===== src/rtl/errctl_pkg.sv =====
package errctl_pkg;

    localparam int REG_W   = 32;
    localparam int FLD_W   = 4;

    localparam logic [FLD_W-1:0] KEY_OFF = 4'h5;
    localparam logic [FLD_W-1:0] KEY_ON  = 4'hA;

    localparam int EVT_LSB  = 24;
    localparam int MODE_LSB = 16;
    localparam int MAP_BIT  = 8;
    localparam int DET_LSB  = 0;

    typedef enum logic {
        ACCEPT_KEYS,
        ACCEPT_ANY
    } accept_e;

    typedef struct packed {
        logic [FLD_W-1:0] evt;
        logic [FLD_W-1:0] mode;
        logic             map;
        logic [FLD_W-1:0] det;
    } ctl_state_t;

    typedef struct packed {
        logic det;
        logic corr;
        logic evt;
        logic map;
    } ctl_enables_t;

    function automatic logic is_key(input logic [FLD_W-1:0] v);
        return (v == KEY_OFF) || (v == KEY_ON);
    endfunction

    function automatic logic [REG_W-1:0] pack_read(input ctl_state_t s);
        logic [REG_W-1:0] r;
        r = '0;
        r[EVT_LSB  +: FLD_W] = s.evt;
        r[MODE_LSB +: FLD_W] = s.mode;
        r[MAP_BIT]           = s.map;
        r[DET_LSB  +: FLD_W] = s.det;
        return r;
    endfunction

endpackage


===== src/rtl/errctl_keyed_field.sv =====
module errctl_keyed_field
    import errctl_pkg::*;
#(
    parameter accept_e          ACCEPT    = ACCEPT_KEYS,
    parameter bit               PRIV_ONLY = 1'b0,
    parameter logic [FLD_W-1:0] RST_VAL   = KEY_OFF
) (
    input  logic             clk,
    input  logic             rst,
    input  logic             wr_en,
    input  logic             wr_priv,
    input  logic [FLD_W-1:0] wr_val,
    output logic [FLD_W-1:0] q
);

    logic code_ok;
    logic mode_ok;
    logic take;

    generate
        if (ACCEPT == ACCEPT_KEYS) begin : g_keys
            assign code_ok = is_key(wr_val);
        end else begin : g_any
            assign code_ok = 1'b1;
        end
        if (PRIV_ONLY) begin : g_priv
            assign mode_ok = wr_priv;
        end else begin : g_open
            assign mode_ok = 1'b1;
        end
    endgenerate

    assign take = wr_en && code_ok && mode_ok;

    always_ff @(posedge clk) begin
        if (rst)       q <= RST_VAL;
        else if (take) q <= wr_val;
    end

    generate
        if (ACCEPT == ACCEPT_KEYS) begin : g_key_chk

            key_reject_chk: assert property (@(posedge clk) disable iff (rst)
                (wr_en && !is_key(wr_val)) |=> $stable(q));

            key_only_chk: assert property (@(posedge clk) disable iff (rst)
                1'b1 |=> is_key(q));
        end
        if (PRIV_ONLY) begin : g_priv_chk

            priv_hold_chk: assert property (@(posedge clk) disable iff (rst)
                (wr_en && !wr_priv) |=> $stable(q));
        end
    endgenerate

endmodule


===== src/rtl/errctl_decode.sv =====
module errctl_decode
    import errctl_pkg::*;
(
    input  ctl_state_t   st,
    input  logic         sbe_pulse,
    output ctl_enables_t en,
    output logic         sbe_evt
);

    always_comb begin
        en.det  = (st.det != KEY_OFF);
        en.corr = (st.mode == KEY_ON) && en.det;
        en.evt  = (st.evt == KEY_ON);
        en.map  = st.map;
        sbe_evt = sbe_pulse && en.evt;
    end

endmodule


===== src/rtl/errctl_reg.sv =====
module errctl_reg
    import errctl_pkg::*;
(
    input  logic             clk,
    input  logic             rst,
    input  logic             wr_en,
    input  logic             wr_priv,
    input  logic [REG_W-1:0] wr_data,
    output logic [REG_W-1:0] rd_data,
    input  logic             sbe_pulse_in,
    output logic             det_en,
    output logic             corr_en,
    output logic             sbe_evt_en,
    output logic             chk_map_en,
    output logic             sbe_evt_out
);

    ctl_state_t   st;
    ctl_enables_t en;
    logic         map_q;

    errctl_keyed_field #(.ACCEPT(ACCEPT_KEYS), .PRIV_ONLY(1'b0), .RST_VAL(KEY_OFF)) u_evt (
        .clk(clk), .rst(rst), .wr_en(wr_en), .wr_priv(wr_priv),
        .wr_val(wr_data[EVT_LSB +: FLD_W]), .q(st.evt)
    );

    errctl_keyed_field #(.ACCEPT(ACCEPT_KEYS), .PRIV_ONLY(1'b1), .RST_VAL(KEY_ON)) u_mode (
        .clk(clk), .rst(rst), .wr_en(wr_en), .wr_priv(wr_priv),
        .wr_val(wr_data[MODE_LSB +: FLD_W]), .q(st.mode)
    );

    errctl_keyed_field #(.ACCEPT(ACCEPT_ANY), .PRIV_ONLY(1'b0), .RST_VAL(KEY_OFF)) u_det (
        .clk(clk), .rst(rst), .wr_en(wr_en), .wr_priv(wr_priv),
        .wr_val(wr_data[DET_LSB +: FLD_W]), .q(st.det)
    );

    always_ff @(posedge clk) begin
        if (rst)                    map_q <= 1'b0;
        else if (wr_en && wr_priv)  map_q <= wr_data[MAP_BIT];
    end

    assign st.map = map_q;

    errctl_decode u_dec (
        .st(st), .sbe_pulse(sbe_pulse_in), .en(en), .sbe_evt(sbe_evt_out)
    );

    assign rd_data    = pack_read(st);
    assign det_en     = en.det;
    assign corr_en    = en.corr;
    assign sbe_evt_en = en.evt;
    assign chk_map_en = en.map;

    logic unused_rsv;
    assign unused_rsv = ^{wr_data[31:28], wr_data[23:20], wr_data[15:9], wr_data[7:4]};


    corr_needs_det_chk: assert property (@(posedge clk) disable iff (rst)
        corr_en |-> det_en);

    evt_gate_chk: assert property (@(posedge clk) disable iff (rst)
        sbe_evt_out |-> (sbe_pulse_in && sbe_evt_en));

    map_priv_chk: assert property (@(posedge clk) disable iff (rst)
        (wr_en && !wr_priv) |=> $stable(chk_map_en));

    reset_val_chk: assert property (@(posedge clk)
        rst |=> (rd_data == 32'h050A_0005));

endmodule


===== config.mk =====
export PLATFORM = sky130hd
export DESIGN_NAME = errctl_reg
export DESIGN_NICKNAME = d
export VERILOG_FILES = /design/src/rtl/errctl_pkg.sv /design/src/rtl/errctl_keyed_field.sv /design/src/rtl/errctl_decode.sv /design/src/rtl/errctl_reg.sv
export SDC_FILE = /design/constraint.sdc
export NUM_CORES = 1
export LEC_CHECK = 0
export ABC_AREA = 1
export BUFFER_PORTS_ARGS = -buffer_cell sky130_fd_sc_hd__buf_4
export CAP_MARGIN = 25
export CORE_MARGIN = 4
export CORE_UTILIZATION = 35
export DETAILED_ROUTE_END_ITERATION = 16
export PLACE_DENSITY = 0.79
export REMOVE_ABC_BUFFERS = 1
export SYNTH_ARGS = -nofsm -noshare
export SYNTH_HDL_FRONTEND = slang
export SYNTH_SLANG_ARGS = --single-unit
export TNS_END_PERCENT = 5

===== constraint.sdc =====
create_clock -name clk -period 1 [get_ports clk]
set_clock_uncertainty 0.15 [all_clocks]
set_input_delay 0.15 -clock clk [delete_from_list [all_inputs] [get_ports clk]]
set_output_delay 0.15 -clock clk [all_outputs]
set_load 0.05 [all_outputs]

==> results of run 1 <==
[through the flow]
stage               setup TNS (ps)  area, um2  total power, mW  hold slack (ps)  worst slack [ps]
CTS                          -3660       1220             1.52            -9.47              -484
global placement              -499       1040             1.15              226              -169
floorplan                    -5530        653            0.969              122             -1690
finish                       -3700       1260             1.54            -10.6              -457
global route                 -4580       1260             1.64             46.9              -505
detailed placement            -694       1040             1.16              230              -199
[layout make-up]
type	count	area, um2
Timing Repair Buffer	53	524
Clock buffer	4	26.3
Fill cell	165	722
Multi-Input combinational cell	85	357
Inverter	12	45.0
Tap cell	27	33.8
Sequential cell	13	274
[flip-flops by register name (all words and copies together), names as in the netlist]
register  count
u_mode.q      4
u_evt.q       4
u_det.q       4
map_q         1
[synth_stat cells]
cell type / count
buf_4: 20
nand3_1: 5
conb_1: 1
o21ai_0: 3
inv_1: 11
nor3_1: 1
and3_1: 1
and2_1: 1
nor2_2: 1
dfxtp_1: 13
nand4_1: 2
nor2_1: 25
nand2_1: 25
nand2_2: 2
inv_2: 1
[power by group]
part	switching (mW)	internal [mW]	total (mW)
Clock	0.154	0.154	0.307
Combinational	0.440	0.228	0.668
Sequential	0.0193	0.550	0.570
[cells in the final DEF, fill, tap and decap left out, types with 3 or more instances in the layout]
cell / instances
buf_4: 28
nor2_1: 25
nand2_1: 25
conb_1: 19
dfxtp_2: 11
buf_6: 11
inv_1: 10
buf_8: 10
nand3_1: 5
dlygate4sd3_1: 4
clkbuf_4: 3
[cells by family after synthesis]
kind of cell | count (synthesis) | synth area share, %
compound gates | 3 | 2.04
other cells | 1 | 0.510
flops | 13 | 35.4
buf+inv | 32 | 26.5
simple gates | 63 | 35.5
[final timing paths]
kind	end	slack, ps	depth (start not counted)
worst max-delay path	corr_en	-460	6
worst min register to register	u_mode.q[3]	350	2
worst min-delay path	map_q	-10	3
worst max register to register	u_det.q[1]	-100	5
[metal layers]
metal / GRT usage (%) / vias up / routed length, um
met5: 0 / - / 0
met1: 14.6 / 341 / 740
met2: 27.8 / 30 / 1020
li1: - / 409 / -
met3: 3.60 / 0 / 140
met4: 2.55 / 0 / 0
[critical path, cell delays in order, from the launching register on]
cell,delay (ps)
dfxtp_2,330
nor2_1,40
and3_1,140
inv_2,60
nand2_1,40
nor2_1,110
buf_6,170
[repair_timing]
action / 4_1_cts / 5_1_grt
gates resized for setup: 34 / 12
hold buffers: 4 / 0
setup endpoints to repair: 18 / 19
pin swaps: 2 / 2
buffers inserted: 1 / 1
hold endpoints to repair: 5 / 0
==> impl_results.md, run 1 <==
* Status: complete, but fails checks
* Failing checks: negative hold slack, negative setup slack
* Pre-Repair DR Iteration Count at 4
* Synth Instances at around 110
* Worst endpoint required time at 700 ps
* Routability congestion estimate at 0.716
* Highest Clock Rate at between 600 and 700 MHz
* Grt total ovfl at 0
* Top post-synthesis cells by area: dfxtp_1 35%, buf_4 20%, nand2_1 13%, nor2_1 13%, inv_1 5.6%
* Drt drc at 0
* First-pass GRT wire length at 2970 um
* #FFs+latches synth at 13
* CTS clk-pin slew, worst paths at ~80 ps
* Cts bufs inserted at 3
* Pwr dens at 1230 nW/um2
* Dominant cell type by area after synthesis: dfxtp_1
* CTS tree: built
* Clk Latency, worst-skew pair at 260 ps
* Yosys top cell area share at 35.4%
* Core area at 1980 um2
* R2R Path Start: u_det.q[1]
* Maximum VDD drop at between 0.0007 and 0.0008 V
* Die height at roughly 54 um
* CP Max Fanout at 2
* Max cap viols at 0
* Unrepaired setup endpoints after global routing: true
* Min setup slack post-route at -457 ps
* CP startpoint kind: flip-flop
* Final setup vio count at 19
* Site row count at 16
* Syn Area/Cell at approximately 6.6 um2
* Initial antenna violation count at 0
* Share of cells above drive strength 1 at about two fifths
* Sink Count at 13
* Fin crit period at 1460 ps
* Fin Hold WS at -10.6 ps
* Final Cycle Share at 146%
* HP Start: wr_data[8]
* Largest net degree at the start of global routing at 8
* Via-per-instance ratio at between 4 and 5
* Drt first-iter violations at 9
* Final WL at 1900 um
* H-tree lvl count at 1
* Top Ports at 74
* Root Driver: clkbuf_4
* Final slew viol count at 0
* Fin cells at between 150 and 200
* Area grow syn2layout at 71.3%
* Critical Path Start: u_det.q[1]
* DR WL/cell at 9.80 um
* Post-route ant nets at 0
* Vias in the first global route at 734
* Final core utilization at 63.6%
* Ant diodes at 0
* Vias at just under 800
* Hold Crit Class: in2reg
* Synth Cell Area at 736 um2
* Register area share after synthesis at between 30% and 40%
* Arrival @ worst endpoint at 1160 ps
* # port buffers at 35
* Placed insts at 184
* Post-DP HPWL at 1440 um
* Final Hold Vio Count at 1
* Initial Util at 37.1%
* Ys Warns at 0
* Setup CP Type: reg2out
* Nets at 205
* Distinct cells, synth at 15
* CTS max path bufs at 2
* Total Routing Usage GR at 14.1%
* P_leak at 0.691 nW
* Die area at 2900 um2
* Worst setup EP type: output pin
* Die W at 53.8 um
Note: power is estimated with default switching activity, not from simulation.
==> run 2: changes to the inputs <==
--- a/config.mk
+++ b/config.mk
@@ -13,6 +13,8 @@
 export DETAILED_ROUTE_END_ITERATION = 16
 export PLACE_DENSITY = 0.79
 export REMOVE_ABC_BUFFERS = 1
+export SKIP_CTS_REPAIR_TIMING = 1
+export SKIP_LAST_GASP = 1
 export SYNTH_ARGS = -nofsm -noshare
 export SYNTH_HDL_FRONTEND = slang
 export SYNTH_SLANG_ARGS = --single-unit
==> run 2 against run 1 <==
The run still ends with negative hold slack, negative setup slack left. First-iteration DRC count increased by 67%. Via count fell by 1.3%. Final cell count fell by 1.0%. Die area is the same. Clock power is essentially flat. Total power down 4.5%. Setup slack worse by 30 ps. Cell area down 11%. Register-to-register slack improved by 190 ps. Non-clock buffer count is 2 lower. Critical path type unchanged. Critical endpoint unchanged. Largest power group unchanged.
==> impl_results.md, run 2 (synthesis results as in run 1) <==
* # port buffers at 35
* Setup CP Type: reg2out
* Routability congestion estimate at 0.716
* CTS tree: built
* DR WL/cell at roughly 9.3 um
* Largest net degree at the start of global routing at 8
* Most frequent cells in the layout: 45 x buf_4, 25 x nor2_1, 25 x nand2_1, 19 x conb_1, 11 x dfxtp_1
* Clk Latency, worst-skew pair at between 200 and 300 ps
* Grt total ovfl at 0
* CP max-delay cell: dfxtp_2
* First-pass GRT wire length at 2480 um
* Cts bufs inserted at 3
* Site row count at 16
* Initial Util at a little under two fifths
* CTS max path bufs at 2
* Pre-Repair DR Iteration Count at 4
* CTS clk-pin slew, worst paths at around 80 ps
* Nets at 203
* P_leak at roughly 0.64 nW
* Root Driver: clkbuf_4
* Die area at 2900 um2
* Unrepaired setup endpoints after global routing: true
* Post-route ant nets at 0
* Max cap viols at 0
* Core area at 1980 um2
* Initial antenna violation count at 0
* Post-DP HPWL at 1440 um
* Worst endpoint required time at 700 ps
* Maximum VDD drop at 0.000771 V
* Final WL at between 1500 and 2000 um
* Drt first-iter violations at 15
* Final Cycle Share at 149%
* Vias in the first global route at 650
* H-tree lvl count at 1
* Total Routing Usage GR at about an eighth
* Fin crit period at 1490 ps
* Fin Hold WS at -12.4 ps
* Final Hold Vio Count at 1
* Failing checks: negative hold slack, negative setup slack
* Sink Count at 13
* Crit-path cells: nor2_1 > and3_1 > inv_2 > nand2_1 > nor2_1 > buf_6
* Vias at 770
* Die height at 53.8 um
* Pwr dens at 1320 nW/um2
* Via-per-instance ratio at roughly 4.0
* Min setup slack post-route at -487 ps
* CP startpoint kind: flip-flop
* Die W at 53.8 um
* CP Max Fanout at 2
* Drt drc at 0
* Final slew viol count at 0
* Hold Crit Class: in2reg
* Top Ports at 74
* Commonest non-fill, non-tap cell in the layout: buf_4
* Crit path largest cell delay at 330 ps
* Arrival @ worst endpoint at ~1200 ps
* Final setup vio count at 18
* Area grow syn2layout at 52.4%
* Tot Pwr at ~1.5 mW
* Largest registers: u_det.q: 4 flops, u_evt.q: 4 flops, u_mode.q: 4 flops
* Worst setup EP type: output pin
* Highest Clock Rate at 672 MHz
* Most frequent CP cell: nor2_1
* Share of cells above drive strength 1 at a little over a third
* Status: complete, but fails checks
* Dpl ws at -199 ps
* Ant diodes at 0
==> run 2: worst max-delay path, delay by kind of cell, from the launching register on <==
kind / cells / cell delay [ps]
buffers and inverters: 2 / 230
DFF: 1 / 330
and+or+nand+nor: 4 / 360
==> run 2: cell type report <==
type	count	area (um2)
multi-input cells	85	353
well taps	27	33.8
flip-flops and latches	13	263
repair buffers	51	400
fillers	173	861
clock buffers	4	26.3
inverters	12	45.0
==> run 2: layer usage <==
layer / vias to the layer above / GRT usage [%] / share of wire (%)
met5: - / 0 / 0
met4: 0 / 2.55 / 0
met3: 0 / 3.32 / 9.7
met2: 34 / 23.4 / 53
met1: 329 / 11.6 / 37
li1: 407 / - / -
==> run 2: through the flow <==
| step | std cells | setup TNS, ps | cell area [um2] | util [%] | hold slack (ps) |
|---|---|---|---|---|---|
| floorplan | 110 | -5530 | 653 | - | 122 |
| global placement | 184 | -499 | 1040 | 52.5 | 226 |
| detailed placement | 184 | -694 | 1040 | 52.5 | 230 |
| CTS | 188 | -4220 | 1070 | 53.8 | -43.4 |
| global route | 192 | -5060 | 1120 | 56.6 | 46.4 |
| finish | 192 | -4020 | 1120 | 56.6 | -12.4 |
==> run 2: worst paths after layout <==
path / startpoint / to / slack, ps / cells after the start
max: u_det.q[1] / corr_en / -490 / 6
min reg2reg: u_mode.q[1] / u_mode.q[1] / 350 / 2
max reg2reg: u_det.q[1] / u_det.q[1] / 90 / 3
min: wr_data[8] / map_q / -10 / 3
==> run 2: power by group <==
part	internal (mW)	switching, mW
sequential	0.547	0.0157
combinational	0.181	0.426
clock	0.154	0.152
total	0.881	0.594
